$ cat config.mk
export PLATFORM = sky130hd
export DESIGN_NAME = strobe_io_port
export DESIGN_NICKNAME = d
export VERILOG_FILES = /design/src/rtl/sio_pkg.sv /design/src/rtl/sio_sync.sv /design/src/rtl/sio_prio_arb.sv /design/src/rtl/sio_chan_reg.sv /design/src/rtl/strobe_io_port.sv
export SDC_FILE = /design/constraint.sdc
export NUM_CORES = 1
export LEC_CHECK = 0
export BUFFER_PORTS_ARGS = -buffer_cell sky130_fd_sc_hd__buf_2
export CAP_MARGIN = 20
export CELL_PAD_IN_SITES_DETAIL_PLACEMENT = 1
export CELL_PAD_IN_SITES_GLOBAL_PLACEMENT = 1
export CORE_ASPECT_RATIO = 1.75
export CORE_UTILIZATION = 40
export CTS_CLUSTER_SIZE = 16
export DETAILED_ROUTE_END_ITERATION = 8
export PLACE_DENSITY_LB_ADDON = 0.1
export SLEW_MARGIN = 10
export SYNTH_ARGS = -nofsm -noshare
export SYNTH_HDL_FRONTEND = slang
export SYNTH_SLANG_ARGS = --single-unit
$ cat constraint.sdc
create_clock -name clk -period 4.2 [get_ports clk]
set_input_delay 0.21 -clock clk [delete_from_list [all_inputs] [get_ports clk]]
set_output_delay 0.21 -clock clk [all_outputs]
set_load 0.02 [all_outputs]
$ cat src/rtl/sio_pkg.sv
package sio_pkg;
   typedef enum logic {
      MODE_STROBED = 1'b0,
      MODE_STATIC  = 1'b1
   } sio_mode_e;

   localparam int BYTE_W   = 8;
   localparam int CFG_ADDR = 0;
   localparam int CH_BASE  = 2;
   localparam int MODE_BIT = 4;
endpackage

$ cat src/rtl/sio_sync.sv
module sio_sync #(
   parameter int            W       = 12,
   parameter int            STAGES  = 2,
   parameter logic [W-1:0]  RST_VAL = '0
) (
   input  logic         clk,
   input  logic         rst_n,
   input  logic [W-1:0] d,
   output logic [W-1:0] q
);
   logic [W-1:0] stage_q [STAGES];

   if (STAGES < 2) begin : g_bad_stages
      $error("sio_sync: STAGES must be at least 2");
   end

   always_ff @(posedge clk or negedge rst_n) begin
      if (!rst_n) begin
         for (int s = 0; s < STAGES; s++) stage_q[s] <= RST_VAL;
      end else begin
         stage_q[0] <= d;
         for (int s = 1; s < STAGES; s++) stage_q[s] <= stage_q[s-1];
      end
   end

   assign q = stage_q[STAGES-1];
endmodule

$ cat src/rtl/sio_prio_arb.sv
module sio_prio_arb #(
   parameter int N = 4
) (
   input  logic         clk,
   input  logic         rst_n,
   input  logic [N-1:0] req_n,
   output logic [N-1:0] grant,
   output logic         any
);
   logic [N-1:0] active;
   logic [N:0]   lower;

   assign active   = ~req_n;
   assign lower[0] = 1'b0;

   for (genvar i = 0; i < N; i++) begin : g_chain
      assign grant[i]   = active[i] & ~lower[i];
      assign lower[i+1] = lower[i] | active[i];
   end

   assign any = lower[N];

   AST_ONE_GRANT: assert property (@(posedge clk) disable iff (!rst_n)
      $onehot0(grant));
   AST_LOWEST_WINS: assert property (@(posedge clk) disable iff (!rst_n)
      !req_n[0] |-> grant[0]);
   AST_GRANT_WHEN_REQ: assert property (@(posedge clk) disable iff (!rst_n)
      (req_n != '1) |-> ($countones(grant) == 1));
endmodule

$ cat src/rtl/sio_chan_reg.sv
module sio_chan_reg
   import sio_pkg::*;
#(
   parameter int W = 12
) (
   input  logic              clk,
   input  logic              rst_n,
   input  logic              wr_lo,
   input  logic              wr_hi,
   input  logic [BYTE_W-1:0] wdata,
   input  logic [W-1:0]      cap_mask,
   input  logic [W-1:0]      cap_val,
   output logic [W-1:0]      q
);
   localparam int HI_W = W - BYTE_W;

   logic [W-1:0] nxt;

   always_comb begin
      // pin capture first, host write laid over it
      nxt = (q & ~cap_mask) | (cap_val & cap_mask);
      if (wr_lo) nxt[BYTE_W-1:0] = wdata;
      if (wr_hi) nxt[W-1:BYTE_W] = wdata[HI_W-1:0];
   end

   always_ff @(posedge clk or negedge rst_n) begin
      if (!rst_n) q <= '0;
      else        q <= nxt;
   end

   AST_HOST_WINS_LO: assert property (@(posedge clk) disable iff (!rst_n)
      wr_lo |=> (q[BYTE_W-1:0] == $past(wdata)));
   AST_HOST_WINS_HI: assert property (@(posedge clk) disable iff (!rst_n)
      wr_hi |=> (q[W-1:BYTE_W] == $past(wdata[HI_W-1:0])));
   AST_HOLD_IDLE: assert property (@(posedge clk) disable iff (!rst_n)
      (!wr_lo && !wr_hi && cap_mask == '0) |=> $stable(q));
endmodule

$ cat src/rtl/strobe_io_port.sv
module strobe_io_port
   import sio_pkg::*;
#(
   parameter int NUM_CH      = 4,
   parameter int PIN_W       = 12,
   parameter int ADDR_W      = 8,
   parameter int STATIC_CH   = 2,
   parameter int SYNC_STAGES = 2
) (
   input  logic              clk,
   input  logic              rst_n,
   input  logic              wr_en,
   input  logic [ADDR_W-1:0] addr,
   input  logic [7:0]        wdata,
   output logic [7:0]        rdata,
   input  logic [PIN_W-1:0]  pin_i,
   output logic [PIN_W-1:0]  pin_o,
   output logic [PIN_W-1:0]  pin_oe,
   input  logic [NUM_CH-1:0] strb_i,
   output logic [NUM_CH-1:0] strb_o,
   output logic [NUM_CH-1:0] strb_oe
);
   localparam int HI_W     = PIN_W - BYTE_W;
   localparam int DIR_ADDR = CH_BASE + 2 * NUM_CH;

   // elaboration checks on the parameter set
   if (NUM_CH < 2 || NUM_CH > MODE_BIT) begin : g_bad_ch
      $error("strobe_io_port: NUM_CH must lie in 2..4");
   end
   if (PIN_W <= BYTE_W || PIN_W > 2 * BYTE_W) begin : g_bad_pin
      $error("strobe_io_port: PIN_W must lie in 9..16");
   end
   if (STATIC_CH >= NUM_CH) begin : g_bad_static
      $error("strobe_io_port: STATIC_CH must name an existing channel");
   end
   if (DIR_ADDR + 1 >= (1 << ADDR_W)) begin : g_bad_addr
      $error("strobe_io_port: register map does not fit ADDR_W");
   end

   // synchronized inputs; strobes reset inactive
   logic [PIN_W-1:0]  s_pin;
   logic [NUM_CH-1:0] s_strb;

   sio_sync #(.W(PIN_W), .STAGES(SYNC_STAGES), .RST_VAL('0)) i_pin_sync (
      .clk(clk), .rst_n(rst_n), .d(pin_i), .q(s_pin));

   sio_sync #(.W(NUM_CH), .STAGES(SYNC_STAGES), .RST_VAL('1)) i_strb_sync (
      .clk(clk), .rst_n(rst_n), .d(strb_i), .q(s_strb));

   // configuration and direction registers
   sio_mode_e         mode_q;
   logic [NUM_CH-1:0] sdir_q;
   logic [PIN_W-1:0]  dir_q;

   logic cfg_wr, dir_lo_wr, dir_hi_wr;
   assign cfg_wr    = wr_en && (addr == ADDR_W'(CFG_ADDR));
   assign dir_lo_wr = wr_en && (addr == ADDR_W'(DIR_ADDR));
   assign dir_hi_wr = wr_en && (addr == ADDR_W'(DIR_ADDR + 1));

   always_ff @(posedge clk or negedge rst_n) begin
      if (!rst_n) begin
         mode_q <= MODE_STROBED;
         sdir_q <= '0;
         dir_q  <= '0;
      end else begin
         if (cfg_wr) begin
            mode_q <= sio_mode_e'(wdata[MODE_BIT]);
            sdir_q <= wdata[NUM_CH-1:0];
         end
         if (dir_lo_wr) dir_q[BYTE_W-1:0]     <= wdata;
         if (dir_hi_wr) dir_q[PIN_W-1:BYTE_W] <= wdata[HI_W-1:0];
      end
   end

   // strobe arbitration
   logic [NUM_CH-1:0] grant;
   logic              any_strb;

   sio_prio_arb #(.N(NUM_CH)) i_arb (
      .clk(clk), .rst_n(rst_n), .req_n(s_strb), .grant(grant), .any(any_strb));

   logic strobed;
   assign strobed = (mode_q == MODE_STROBED);

   // per-channel data registers
   logic [PIN_W-1:0] chq  [NUM_CH];
   logic [PIN_W-1:0] term [NUM_CH];

   for (genvar c = 0; c < NUM_CH; c++) begin : g_ch
      logic             wr_lo, wr_hi;
      logic [PIN_W-1:0] cap_mask, cap_val;

      assign wr_lo = wr_en && (addr == ADDR_W'(CH_BASE + 2 * c));
      assign wr_hi = wr_en && (addr == ADDR_W'(CH_BASE + 2 * c + 1));

      if (c == STATIC_CH) begin : g_static_host
         // this channel also serves the strobe pins in static mode
         always_comb begin
            cap_mask = '0;
            cap_val  = s_pin;
            if (strobed) begin
               if (grant[c]) cap_mask = ~dir_q;
            end else begin
               cap_mask[NUM_CH-1:0] = ~sdir_q;
               cap_val[NUM_CH-1:0]  = s_strb;
            end
         end
      end else begin : g_plain
         assign cap_mask = (strobed && grant[c]) ? ~dir_q : '0;
         assign cap_val  = s_pin;
      end

      sio_chan_reg #(.W(PIN_W)) i_reg (
         .clk(clk), .rst_n(rst_n), .wr_lo(wr_lo), .wr_hi(wr_hi),
         .wdata(wdata), .cap_mask(cap_mask), .cap_val(cap_val), .q(chq[c]));

      assign term[c] = grant[c] ? chq[c] : '0;
   end

   // pin drive
   always_comb begin
      pin_o = '0;
      for (int c = 0; c < NUM_CH; c++) pin_o = pin_o | term[c];
   end

   assign pin_oe  = (strobed && any_strb) ? dir_q : '0;
   assign strb_o  = chq[STATIC_CH][NUM_CH-1:0];
   assign strb_oe = strobed ? '0 : sdir_q;

   // host read port
   always_comb begin
      rdata = '0;
      if (addr == ADDR_W'(CFG_ADDR)) begin
         rdata[MODE_BIT]     = (mode_q == MODE_STATIC);
         rdata[NUM_CH-1:0]   = sdir_q;
      end
      for (int c = 0; c < NUM_CH; c++) begin
         if (addr == ADDR_W'(CH_BASE + 2 * c))     rdata = chq[c][BYTE_W-1:0];
         if (addr == ADDR_W'(CH_BASE + 2 * c + 1)) rdata[HI_W-1:0] = chq[c][PIN_W-1:BYTE_W];
      end
      if (addr == ADDR_W'(DIR_ADDR))     rdata = dir_q[BYTE_W-1:0];
      if (addr == ADDR_W'(DIR_ADDR + 1)) rdata[HI_W-1:0] = dir_q[PIN_W-1:BYTE_W];
   end

   AST_STATIC_DATA_HIZ: assert property (@(posedge clk) disable iff (!rst_n)
      (mode_q == MODE_STATIC) |-> (pin_oe == '0));
   AST_IDLE_HIZ: assert property (@(posedge clk) disable iff (!rst_n)
      (strobed && (s_strb == '1)) |-> (pin_oe == '0));
   AST_STROBED_NO_STRB_DRIVE: assert property (@(posedge clk) disable iff (!rst_n)
      strobed |-> (strb_oe == '0));
   AST_OE_INSIDE_DIR: assert property (@(posedge clk) disable iff (!rst_n)
      ((pin_oe & ~dir_q) == '0));
endmodule

==> metrics.txt, run 1 <==
# TYPE chip_impl_metric gauge
chip_impl_metric{name="core.rowCount",unit=""} 55
chip_impl_metric{name="layout.nets",unit=""} 665
chip_impl_info{name="worstReg2RegStart",value="i_strb_sync.q[1]"} 1
chip_impl_metric{name="r2r.worst_path.cells",unit=""} 5
chip_impl_metric{name="crit_required",unit="ns"} 4.44
chip_impl_metric{name="drv_cap",unit=""} 0
chip_impl_metric{name="share_of_the_synthesized_area_in_compound_gates_ao_oa_aoi_oai",unit=""} 0.126
chip_impl_metric{name="register_clock_pin_slew_on_the_reported_worst_setup_and_hold_paths",unit="ns"} 0.08
chip_impl_metric{name="vias_per_cell",unit=""} 5.59
chip_impl_metric{name="power_frac_comb",unit=""} 0.170
chip_impl_metric{name="dp_hpwl",unit="um"} 12000
chip_impl_info{name="combinational_family_with_the_most_area_after_synthesis",value="simple AND/OR/NAND/NOR gates"} 1
chip_impl_metric{name="floorplan.initialDensity",unit=""} 0.410
chip_impl_metric{name="synth.ff_latch_count",unit=""} 97
chip_impl_info{name="cts_tree",value="built"} 1
chip_impl_info{name="cp_cell_sequence",value="and4b_1, nand2b_1, nor2_1, mux2_2, mux2_2"} 1
chip_impl_metric{name="layoutNonFillerInstCount",unit=""} 806
chip_impl_metric{name="hold_ws",unit="ns"} 0.132
chip_impl_metric{name="muxShareOfSynthArea",unit=""} 0.179
chip_impl_metric{name="fraction_of_final_layout_cells_sized_beyond_drive_strength_1",unit=""} 0.214
chip_impl_metric{name="firstDrtPassIters",unit=""} 4
chip_impl_metric{name="remaining_drc_errors",unit=""} 0
chip_impl_metric{name="report.final.slew_viol_count",unit=""} 0
chip_impl_info{name="most_frequent_cells_in_the_layout",value="dfrtp_1 (89), nor2_1 (78), nand2_1 (78)"} 1
chip_impl_metric{name="area.growth.synth_to_final",unit="%"} 17.1
chip_impl_info{name="timing.critical_path.mode_cell",value="mux2_2"} 1
chip_impl_metric{name="antenna_cells",unit=""} 0
chip_impl_metric{name="worst-path-buf-inv",unit=""} 0
chip_impl_metric{name="finalWeightedCongestion",unit=""} 0.818
chip_impl_metric{name="place.port_buffers",unit=""} 74
chip_impl_metric{name="timing.fmax",unit="MHz"} 357
chip_impl_metric{name="cpPeakStageDelay",unit="ns"} 0.93
chip_impl_metric{name="skew",unit="ns"} 0.0131
chip_impl_metric{name="power.ir.vdd_worst",unit="V"} 0.000175
chip_impl_info{name="hp-start",value="wdata[5]"} 1
chip_impl_metric{name="cts.repair.resized",unit=""} 0
chip_impl_metric{name="synth-simple-area-share",unit=""} 0.187
chip_impl_metric{name="die_width",unit="um"} 88.8
chip_impl_metric{name="sequential_to_total_area_share_from_yosys_stat",unit=""} 0.462
chip_impl_metric{name="final_core_utilization",unit=""} 0.480
chip_impl_metric{name="synth-adder-area-share",unit=""} 0
chip_impl_metric{name="switchingPower",unit="mW"} 0.776
chip_impl_metric{name="timing.slew.headroom",unit=""} 0.448
chip_impl_metric{name="ys.warnings.count",unit=""} 0
chip_impl_metric{name="synth_largest_type_area_fraction",unit=""} 0.422
chip_impl_metric{name="netlist_area_before_placement",unit="mm2"} 0.00527
chip_impl_metric{name="holdPathStages",unit=""} 3
chip_impl_metric{name="place.detailed.instances",unit=""} 773
chip_impl_metric{name="synth_enable_flop_cells",unit=""} 0
chip_impl_metric{name="yosys.area_share.xor_xnor",unit=""} 0
chip_impl_metric{name="cts-buffers-inserted",unit=""} 9
chip_impl_metric{name="power.internal",unit="mW"} 1.65
chip_impl_metric{name="critPathArrivalTime",unit="ns"} 3.04
chip_impl_info{name="worst_setup_path_startpoint",value="i_strb_sync.q[1]"} 1
chip_impl_metric{name="worst-path-stages",unit=""} 5
chip_impl_info{name="rsz0062_at_grt",value="false"} 1
chip_impl_info{name="worstSetupEndpointType",value="register"} 1
chip_impl_metric{name="p_clk_frac",unit=""} 0.345
chip_impl_metric{name="post-route-min-period",unit="ns"} 2.80
chip_impl_metric{name="grt_pass1_wl",unit="um"} 27500
chip_impl_metric{name="io_pins",unit=""} 75
chip_impl_metric{name="antenna_violations_before_repair",unit=""} 0
chip_impl_metric{name="grt_util_all_layers",unit=""} 0.275
chip_impl_info{name="final_common_cell",value="dfrtp_1"} 1
chip_impl_metric{name="drt_iter0_drc",unit=""} 254
chip_impl_metric{name="synthesis.instances",unit=""} 565
chip_impl_metric{name="num-fill-cells",unit=""} 1532
chip_impl_metric{name="powerDensity",unit="mW/mm2"} 394
chip_impl_metric{name="via_count_of_the_first_global_routing_pass",unit=""} 4839
chip_impl_metric{name="cts_buffer_depth",unit=""} 2
chip_impl_info{name="netlist_top_cells_area",value="dfrtp_1 (42%), mux2i_1 (12%), nand2_1 (5.6%)"} 1
chip_impl_info{name="run_status",value="completed"} 1
chip_impl_metric{name="vias",unit=""} 4506
chip_impl_info{name="synth_top_flop_cell",value="dfrtp_1"} 1
chip_impl_info{name="ctsRootBufferMaster",value="clkbuf_16"} 1
chip_impl_metric{name="power.share.sequential",unit=""} 0.485
chip_impl_metric{name="report.final.setup_viol",unit=""} 0
chip_impl_metric{name="routedWlPerCell",unit="um"} 21.7
chip_impl_info{name="synth.largest_area_cell",value="dfrtp_1"} 1
chip_impl_info{name="holdCritPathClass",value="in2reg"} 1
chip_impl_info{name="worst_setup_path_start_kind",value="register"} 1
chip_impl_metric{name="grt_max_degree",unit=""} 51
chip_impl_info{name="crit_path_top_delay_cell",value="dfstp_2"} 1
chip_impl_metric{name="netlist-cell-type-count",unit=""} 45
chip_impl_metric{name="timing_worst_slew_pin_value",unit="ns"} 0.825
chip_impl_metric{name="synthesis.area_per_instance",unit="um2"} 9.33
chip_impl_metric{name="grt_overflow",unit=""} 0
chip_impl_info{name="path_class",value="reg2reg"} 1
chip_impl_metric{name="tritoncts_num_sinks",unit=""} 97
chip_impl_metric{name="design.die.area",unit="mm2"} 0.0137
chip_impl_info{name="critPathTopFamily",value="simple AND/OR/NAND/NOR gates"} 1
chip_impl_metric{name="die_height",unit="um"} 154
chip_impl_metric{name="power.switching_fraction",unit=""} 0.320
chip_impl_metric{name="period_share",unit=""} 0.668
chip_impl_metric{name="ant_nets",unit=""} 0
chip_impl_metric{name="cellLeakagePower",unit="nW"} 2.77
chip_impl_metric{name="synth_nets",unit=""} 600
chip_impl_metric{name="postSynth.asyncResetShare",unit=""} 1.00
chip_impl_metric{name="placeableCoreArea",unit="mm2"} 0.0129
chip_impl_metric{name="tns",unit="ns"} 0
chip_impl_metric{name="timing.critical_path.fanout_max",unit=""} 27
chip_impl_metric{name="insertion_delay",unit="ns"} 0.36
chip_impl_metric{name="finalHoldViolations",unit=""} 0
chip_impl_metric{name="ctsHtreeMaxLevel",unit=""} 3
chip_impl_metric{name="routed_wl",unit="um"} 17500
-- path summary, 6_finish.rpt --
| path | to | slack [ns] |
|---|---|---|
| min reg2reg | i_pin_sync.q[10] | 0.35 |
| min in group asynchronous | i_pin_sync.stage_q[23] | 0.42 |
| min | register | 0.13 |
| max in group asynchronous | sdir_q[3] | 2.67 |
| max | register | 1.40 |
| max reg2reg | register | 1.40 |
-- worst register-to-register path: stages (launching register included) --
cell and delay [ns]:
dfstp_2 0.93, and4b_1 0.79, nand2b_1 0.20, nor2_1 0.16, mux2_2 0.35, mux2_2 0.27
-- final cells by class --
cell class | count | area [um2] | share of cell area
multi-input cells | 412 | 2590 | 0.420
clock inverters | 6 | 57.6 | 0.00932
inverters | 15 | 56.3 | 0.00912
clock buffers | 10 | 239 | 0.0387
well taps | 171 | 214 | 0.0347
repair buffers | 95 | 573 | 0.0928
flip-flops and latches | 97 | 2440 | 0.395
-- per-stage QoR --
step	total power, mW	area, um2	setup WS (ns)
3_5_place_dp	1.60	5710	1.44
3_3_place_gp	1.58	5710	1.48
6_report	2.43	6170	1.40
5_1_grt	2.53	6170	1.29
2_1_floorplan	1.42	5270	2.12
4_1_cts	2.45	6170	1.38
-- cell families (layout without fill, tap and decap cells) --
| group | Yosys count | after routing |
|---|---|---|
| and+or+nand+nor | 212 | 212 |
| AOI/OAI and AO/OA | 110 | 110 |
| DFF | 97 | 97 |
| muxes | 90 | 90 |
| buffers and inverters | 56 | 126 |
-- power groups by stage --
stage | Combinational (mW) | Sequential [mW] | Clock [mW]
finish | 0.414 | 1.18 | 0.837
global placement | 0.390 | 1.19 | 0
detailed placement | 0.404 | 1.20 | 0
global route | 0.458 | 1.19 | 0.879
floorplan | 0.298 | 1.13 | 0
CTS | 0.419 | 1.18 | 0.857
-- cell usage after synthesis, drive strengths merged (4+ instances only) --
master  count
a21oi      22
a221oi      5
and2       17
buf        16
clkbuf     25
dfrtp      89
dfstp       8
inv        14
mux2       25
mux2i      64
nand2      78
nand2b      4
nand3       5
nor2       78
nor2b       7
nor3        4
o211ai      6
o21ai      54
o221ai     12
-- layer usage --
layer | share of wire | global-route usage | wire, um
met3 | 0.023 | 0.0311 | 410
met1 | 0.40 | 0.326 | 6970
met2 | 0.55 | 0.495 | 9590
met4 | 0.028 | 0.102 | 488
met5 | 0 | 0 | 0
-- timing repair --
action,CTS,global route
buffers inserted,0,0
hold endpoints to repair,63,0
hold buffers,17,0
Power figures use the tool's default switching activity.
==> run 2: changes to the inputs <==
- clock period: 4.2 -> 2.5 ns (I/O delays scaled with it)
==> run 2 against run 1 <==
Sequential power grew 65%. Clock power grew 66%. Register-to-register slack lost 0.96 ns. First-iteration DRC count shrank 35%. Total power grew 68%. Count of clock-buffer cells in the layout is the same. Critical path depth grew 2. Die area is the same. Largest power group unchanged.
==> metrics.txt, run 2 (synthesis gave the netlist of run 1 again) <==
# TYPE chip_impl_metric gauge
chip_impl_info{name="ctsRootBufferMaster",value="clkbuf_16"} 1
chip_impl_metric{name="die_height",unit="um"} 154
chip_impl_info{name="worst_setup_path_start_kind",value="register"} 1
chip_impl_info{name="holdCritPathClass",value="in2reg"} 1
chip_impl_metric{name="vias",unit=""} 4633
chip_impl_metric{name="cts-buffers-inserted",unit=""} 9
chip_impl_metric{name="cts.repair.resized",unit=""} 0
chip_impl_metric{name="critPathArrivalTime",unit="ns"} 2.08
chip_impl_metric{name="tns",unit="ns"} 0
chip_impl_info{name="worstSetupEndpointType",value="primary output"} 1
chip_impl_metric{name="tritoncts_num_sinks",unit=""} 97
chip_impl_metric{name="layout.nets",unit=""} 685
chip_impl_info{name="final_common_cell",value="dfrtp_1"} 1
chip_impl_metric{name="insertion_delay",unit="ns"} 0.35
chip_impl_metric{name="grt_max_degree",unit=""} 50
chip_impl_metric{name="floorplan.initialDensity",unit=""} 0.410
chip_impl_metric{name="drv_cap",unit=""} 0
chip_impl_metric{name="placeableCoreArea",unit="mm2"} 0.0129
chip_impl_metric{name="design.die.area",unit="mm2"} 0.0137
chip_impl_metric{name="finalWeightedCongestion",unit=""} 0.829
chip_impl_info{name="most_frequent_cells_in_the_layout",value="dfrtp_1 (89), nor2_1 (78), nand2_1 (78)"} 1
chip_impl_metric{name="drt_iter0_drc",unit=""} 165
chip_impl_metric{name="cts_buffer_depth",unit=""} 2
chip_impl_info{name="run_status",value="completed"} 1
chip_impl_metric{name="timing_worst_slew_pin_value",unit="ns"} 0.974
chip_impl_metric{name="hold_ws",unit="ns"} 0.0454
chip_impl_metric{name="ctsHtreeMaxLevel",unit=""} 3
chip_impl_metric{name="worst-path-buf-inv",unit=""} 2
chip_impl_metric{name="io_pins",unit=""} 75
chip_impl_metric{name="post-route-min-period",unit="ns"} 2.21
chip_impl_metric{name="antenna_violations_before_repair",unit=""} 0
chip_impl_metric{name="grt_use_met2",unit=""} 0.488
chip_impl_info{name="rsz0062_at_grt",value="false"} 1
chip_impl_metric{name="grtUsageMet1",unit=""} 0.334
chip_impl_metric{name="cts.repair_timing.setup_buffer_count",unit=""} 0
chip_impl_metric{name="timing.slew.headroom",unit=""} 0.346
chip_impl_info{name="path_class",value="reg2out"} 1
chip_impl_info{name="crit_path_top_delay_cell",value="dfstp_2"} 1
chip_impl_metric{name="finalHoldViolations",unit=""} 0
chip_impl_metric{name="period_share",unit=""} 0.882
chip_impl_info{name="critPathTopFamily",value="flip-flops"} 1
chip_impl_metric{name="routedWlPerCell",unit="um"} 21.7
chip_impl_metric{name="powerDensity",unit="mW/mm2"} 644
chip_impl_metric{name="timing.fmax",unit="MHz"} 453
chip_impl_metric{name="firstDrtPassIters",unit=""} 4
chip_impl_metric{name="globalRouteMet3Util",unit=""} 0.0360
chip_impl_metric{name="register_clock_pin_slew_on_the_reported_worst_setup_and_hold_paths",unit="ns"} 0.07
chip_impl_metric{name="via_count_of_the_first_global_routing_pass",unit=""} 5012
chip_impl_metric{name="timing.critical_path.fanout_max",unit=""} 24
chip_impl_info{name="timing.critical_path.mode_cell",value="nand2_1"} 1
chip_impl_metric{name="ant_nets",unit=""} 0
chip_impl_metric{name="core.rowCount",unit=""} 55
chip_impl_metric{name="grt_pass1_wl",unit="um"} 28100
chip_impl_metric{name="remaining_drc_errors",unit=""} 0
chip_impl_metric{name="final_core_utilization",unit=""} 0.492
chip_impl_metric{name="skew",unit="ns"} 0.00804
chip_impl_metric{name="area.growth.synth_to_final",unit="%"} 20.1
chip_impl_metric{name="antenna_cells",unit=""} 0
chip_impl_metric{name="routed_wl",unit="um"} 17900
chip_impl_metric{name="report.final.slew_viol_count",unit=""} 0
chip_impl_info{name="grt.busiest_layer",value="met2"} 1
chip_impl_metric{name="fraction_of_final_layout_cells_sized_beyond_drive_strength_1",unit=""} 0.238
chip_impl_metric{name="cpPeakStageDelay",unit="ns"} 0.56
chip_impl_metric{name="power.ir.vdd_worst",unit="V"} 0.000295
chip_impl_info{name="cp_cell_sequence",value="buf_4, nor2b_1, a21oi_1, nand2_1, o21ai_0, nand2_1, buf_2"} 1
chip_impl_metric{name="vias_per_cell",unit=""} 5.61
chip_impl_metric{name="num-fill-cells",unit=""} 1542
chip_impl_metric{name="cellLeakagePower",unit="nW"} 2.88
chip_impl_metric{name="die_width",unit="um"} 88.8
chip_impl_metric{name="place.port_buffers",unit=""} 74
chip_impl_metric{name="total_power",unit="mW"} 4.08
chip_impl_metric{name="dp_hpwl",unit="um"} 12600
chip_impl_metric{name="grt_overflow",unit=""} 0
chip_impl_info{name="cts_tree",value="built"} 1
chip_impl_metric{name="report.final.setup_viol",unit=""} 0
chip_impl_metric{name="crit_required",unit="ns"} 2.38
chip_impl_metric{name="grt_util_all_layers",unit=""} 0.282
## run 2: cell count changes in the layout (fill, tap and decap cells not counted), sizes merged
cell	change
buf	+20
## run 2: layout make-up
cell class | instances | area, um2 | share of cell area
inverter | 15 | 56.3 | 0.00889
tap | 171 | 214 | 0.0338
multi-input combinational | 412 | 2590 | 0.410
timing repair buffer | 115 | 736 | 0.116
clock buffer | 10 | 239 | 0.0377
clock inverter | 6 | 57.6 | 0.00909
sequential | 97 | 2440 | 0.385
## run 2: stage by stage
step           worst slack (ns)  cells  cell area [um2]
6_report                  0.294    826             6330
5_1_grt                   0.134    826             6330
4_1_cts                   0.281    826             6330
3_5_place_dp              0.210    793             5870
3_3_place_gp              0.322    793             5870
2_1_floorplan             0.555    565             5270
## run 2: final timing paths
check	slack, ns	endpoint	start	depth (start not counted)
worst min register to register	0.35	i_pin_sync.q[11]	i_pin_sync.stage_q[23]	0
worst max register to register	0.44	register	i_strb_sync.q[0]	5
min in group asynchronous	0.38	i_pin_sync.stage_q[20]	rst_n	2
worst min-delay path	0.05	register	wdata[6]	3
worst max-delay path	0.29	pin_o[3]	i_strb_sync.q[1]	7
max in group asynchronous	1.36	i_strb_sync.q[3]	rst_n	3
## run 2: layer usage
metal / up-vias / routed length [um]
li1: 2127 / -
met1: 2367 / 7140
met3: 48 / 456
met5: - / 0
met4: 0 / 788
met2: 91 / 9540
## run 2: repair_timing
item / CTS / global route
hold buffers: 17 / 0
setup endpoints to repair: 0 / 0
endpoints found under the hold margin: 63 / 0
## run 2: where the power goes
group	switching, mW	internal [mW]	leakage, nW
Sequential	0.202	1.75	1.15
Clock	0.664	0.726	0.147
Combinational	0.419	0.315	1.58
## run 2: worst register-to-register path, delay by kind of cell (launching register included)
kind               cells  cell delay, ns
and+or+nand+nor        3            1.02
AOI/OAI and AO/OA      1            0.09
muxes                  1            0.20
DFF                    1            0.61
==> run 3: changes to the inputs <==
- BUFFER_PORTS_ARGS: -buffer_cell sky130_fd_sc_hd__buf_2 -> -buffer_cell sky130_fd_sc_hd__clkbuf_2
- clock period: 2.5 -> 2.85 ns (I/O delays scaled with it)
==> run 3 against run 2 <==
Hold slack better by 0.023 ns. Cell count fell by 0.85%. Global-route usage is 0.70 points lower. Clock skew down 0.0039 ns. Register-to-register slack better by 0.21 ns. Via count fell by 1.7%. Critical path depth is 3 lower. Combinational power down 14%.
==> metrics.txt, run 3 (synthesis gave the netlist of run 1 again) <==
# TYPE chip_impl_metric gauge
chip_impl_info{name="run_status",value="completed"} 1
chip_impl_metric{name="critPathArrivalTime",unit="ns"} 2.22
chip_impl_metric{name="grt_pass1_wl",unit="um"} 27500
chip_impl_metric{name="dp_slack",unit="ns"} 0.526
chip_impl_metric{name="num-fill-cells",unit=""} 1540
chip_impl_info{name="final_common_cell",value="dfrtp_1"} 1
chip_impl_metric{name="routed_wl",unit="um"} 17700
chip_impl_metric{name="period_share",unit=""} 0.830
chip_impl_metric{name="crit_required",unit="ns"} 2.71
chip_impl_metric{name="cts-buffers-inserted",unit=""} 9
chip_impl_metric{name="cts_buffer_depth",unit=""} 2
chip_impl_metric{name="place.port_buffers",unit=""} 74
chip_impl_info{name="worst_setup_path_startpoint",value="i_strb_sync.q[1]"} 1
chip_impl_metric{name="cpPeakStageDelay",unit="ns"} 0.86
chip_impl_metric{name="dp_hpwl",unit="um"} 12500
chip_impl_metric{name="timing.critical_path.fanout_max",unit=""} 27
chip_impl_info{name="grt.busiest_layer",value="met2"} 1
chip_impl_metric{name="design.die.area",unit="mm2"} 0.0137
chip_impl_metric{name="ant_nets",unit=""} 0
chip_impl_metric{name="routedWlPerCell",unit="um"} 21.6
chip_impl_metric{name="layout.nets",unit=""} 678
chip_impl_metric{name="skew",unit="ns"} 0.00413
chip_impl_info{name="cp_cell_sequence",value="a41oi_1, buf_4, and2_1, clkbuf_2"} 1
chip_impl_metric{name="core.rowCount",unit=""} 55
chip_impl_metric{name="vias_per_cell",unit=""} 5.56
chip_impl_metric{name="total_power",unit="mW"} 3.57
chip_impl_metric{name="finalWeightedCongestion",unit=""} 0.850
chip_impl_metric{name="tritoncts_num_sinks",unit=""} 97
chip_impl_metric{name="report.final.slew_viol_count",unit=""} 0
chip_impl_metric{name="fraction_of_final_layout_cells_sized_beyond_drive_strength_1",unit=""} 0.230
chip_impl_metric{name="remaining_drc_errors",unit=""} 0
chip_impl_metric{name="placement.cell_area",unit="mm2"} 0.00580
chip_impl_metric{name="insertion_delay",unit="ns"} 0.35
chip_impl_metric{name="report.final.setup_viol",unit=""} 0
chip_impl_metric{name="r2r.worst_path.cells",unit=""} 5
chip_impl_info{name="most_frequent_cells_in_the_layout",value="dfrtp_1 (89), nor2_1 (78), nand2_1 (78)"} 1
chip_impl_info{name="worstSetupEndpointType",value="primary output"} 1
chip_impl_metric{name="vias",unit=""} 4554
chip_impl_metric{name="grt_max_degree",unit=""} 40
chip_impl_metric{name="tns",unit="ns"} 0
chip_impl_metric{name="timing_worst_slew_pin_value",unit="ns"} 0.815
chip_impl_metric{name="globalRouteMet3Util",unit=""} 0.0295
chip_impl_metric{name="firstDrtPassIters",unit=""} 4
chip_impl_metric{name="worst-path-stages",unit=""} 4
chip_impl_metric{name="timing.final.ws_setup",unit="ns"} 0.485
chip_impl_metric{name="timing.fmax",unit="MHz"} 423
chip_impl_metric{name="finalHoldViolations",unit=""} 0
chip_impl_metric{name="ctsHtreeMaxLevel",unit=""} 3
chip_impl_metric{name="via_count_of_the_first_global_routing_pass",unit=""} 4973
chip_impl_metric{name="drt_iter0_drc",unit=""} 208
chip_impl_metric{name="powerDensity",unit="mW/mm2"} 569
chip_impl_info{name="cts_tree",value="built"} 1
chip_impl_metric{name="worst-path-buf-inv",unit=""} 2
chip_impl_metric{name="regToRegSetupSlack",unit="ns"} 0.65
chip_impl_info{name="hp-start",value="wdata[6]"} 1
chip_impl_metric{name="io_pins",unit=""} 75
chip_impl_metric{name="stdcell_area",unit="mm2"} 0.00627
chip_impl_metric{name="die_height",unit="um"} 154
chip_impl_metric{name="floorplan.initialDensity",unit=""} 0.410
chip_impl_info{name="worst_setup_path_start_kind",value="register"} 1
chip_impl_metric{name="grt_use_met2",unit=""} 0.496
chip_impl_metric{name="power.ir.vdd_worst",unit="V"} 0.000302
chip_impl_info{name="ctsRootBufferMaster",value="clkbuf_16"} 1
chip_impl_info{name="worstReg2RegStart",value="i_strb_sync.q[1]"} 1
chip_impl_metric{name="post-route-min-period",unit="ns"} 2.36
chip_impl_metric{name="area.growth.synth_to_final",unit="%"} 18.9
chip_impl_metric{name="antenna_cells",unit=""} 0
chip_impl_metric{name="grt_overflow",unit=""} 0
chip_impl_metric{name="grtUsageMet1",unit=""} 0.313
chip_impl_info{name="path_class",value="reg2out"} 1
chip_impl_metric{name="antenna_violations_before_repair",unit=""} 0
chip_impl_metric{name="holdPathStages",unit=""} 3
chip_impl_metric{name="die_width",unit="um"} 88.8
chip_impl_info{name="rsz0062_at_grt",value="false"} 1
chip_impl_info{name="crit_path_top_delay_cell",value="dfstp_2"} 1
chip_impl_info{name="holdCritPathClass",value="in2reg"} 1
chip_impl_metric{name="placeableCoreArea",unit="mm2"} 0.0129
chip_impl_metric{name="register_clock_pin_slew_on_the_reported_worst_setup_and_hold_paths",unit="ns"} 0.07
chip_impl_metric{name="timing.slew.headroom",unit=""} 0.457
chip_impl_metric{name="drv_cap",unit=""} 0
chip_impl_metric{name="grt_util_all_layers",unit=""} 0.275
chip_impl_info{name="critPathTopFamily",value="flip-flops"} 1
chip_impl_metric{name="cellLeakagePower",unit="nW"} 2.83
run 3: worst min-delay path: cells and delay by family:
| family | cells | cell delay (ns) |
|---|---|---|
| AO/OA/AOI/OAI | 1 | 0.06 |
| buffers and inverters | 1 | 0.13 |
| AND/OR/NAND/NOR | 1 | 0.05 |
run 3: power by group:
| part | switching, mW | internal (mW) |
|---|---|---|
| clock | 0.602 | 0.619 |
| sequential | 0.180 | 1.54 |
| combinational | 0.363 | 0.268 |
run 3: how the worst max path moves through the flow:
| stage | endpoint | slack, ns |
|---|---|---|
| final | pin_oe[9] | 0.49 |
| after global placement | register | 0.58 |
| after global routing | pin_oe[4] | 0.36 |
| after CTS | pin_oe[9] | 0.46 |
| after detailed placement | register | 0.53 |
| after floorplan | rdata[0] | 0.90 |
run 3: timing repair:
action | CTS | global route
hold buffers | 17 | 0
resized for setup | 0 | 0
buffers inserted | 0 | 0
hold endpoints to repair | 45 | 0
endpoints found under the setup margin | 0 | 0
run 3: area by class of cell:
type	instances	area (um2)	area share
Timing Repair Buffer	108	671	0.107
Tap cell	171	214	0.0341
Clock buffer	9	225	0.0359
Sequential cell	97	2440	0.389
Inverter	15	56.3	0.00898
Clock inverter	7	72.6	0.0116
Multi-Input combinational cell	412	2590	0.414
run 3: per-layer routing:
| metal | vias up | share of wire |
|---|---|---|
| met5 | - | 0 |
| met4 | 0 | 0.038 |
| met3 | 40 | 0.023 |
| met2 | 106 | 0.55 |
| met1 | 2295 | 0.39 |
| li1 | 2113 | - |
run 3: per-stage QoR:
stage | util | hold WS, ns | std cells
after CTS | 0.487 | 0.0648 | 819
after detailed placement | 0.451 | 0.147 | 786
after global placement | 0.451 | 0.140 | 786
final | 0.487 | 0.0687 | 819
after global routing | 0.487 | 0.0943 | 819
after floorplan | - | -0.153 | 565
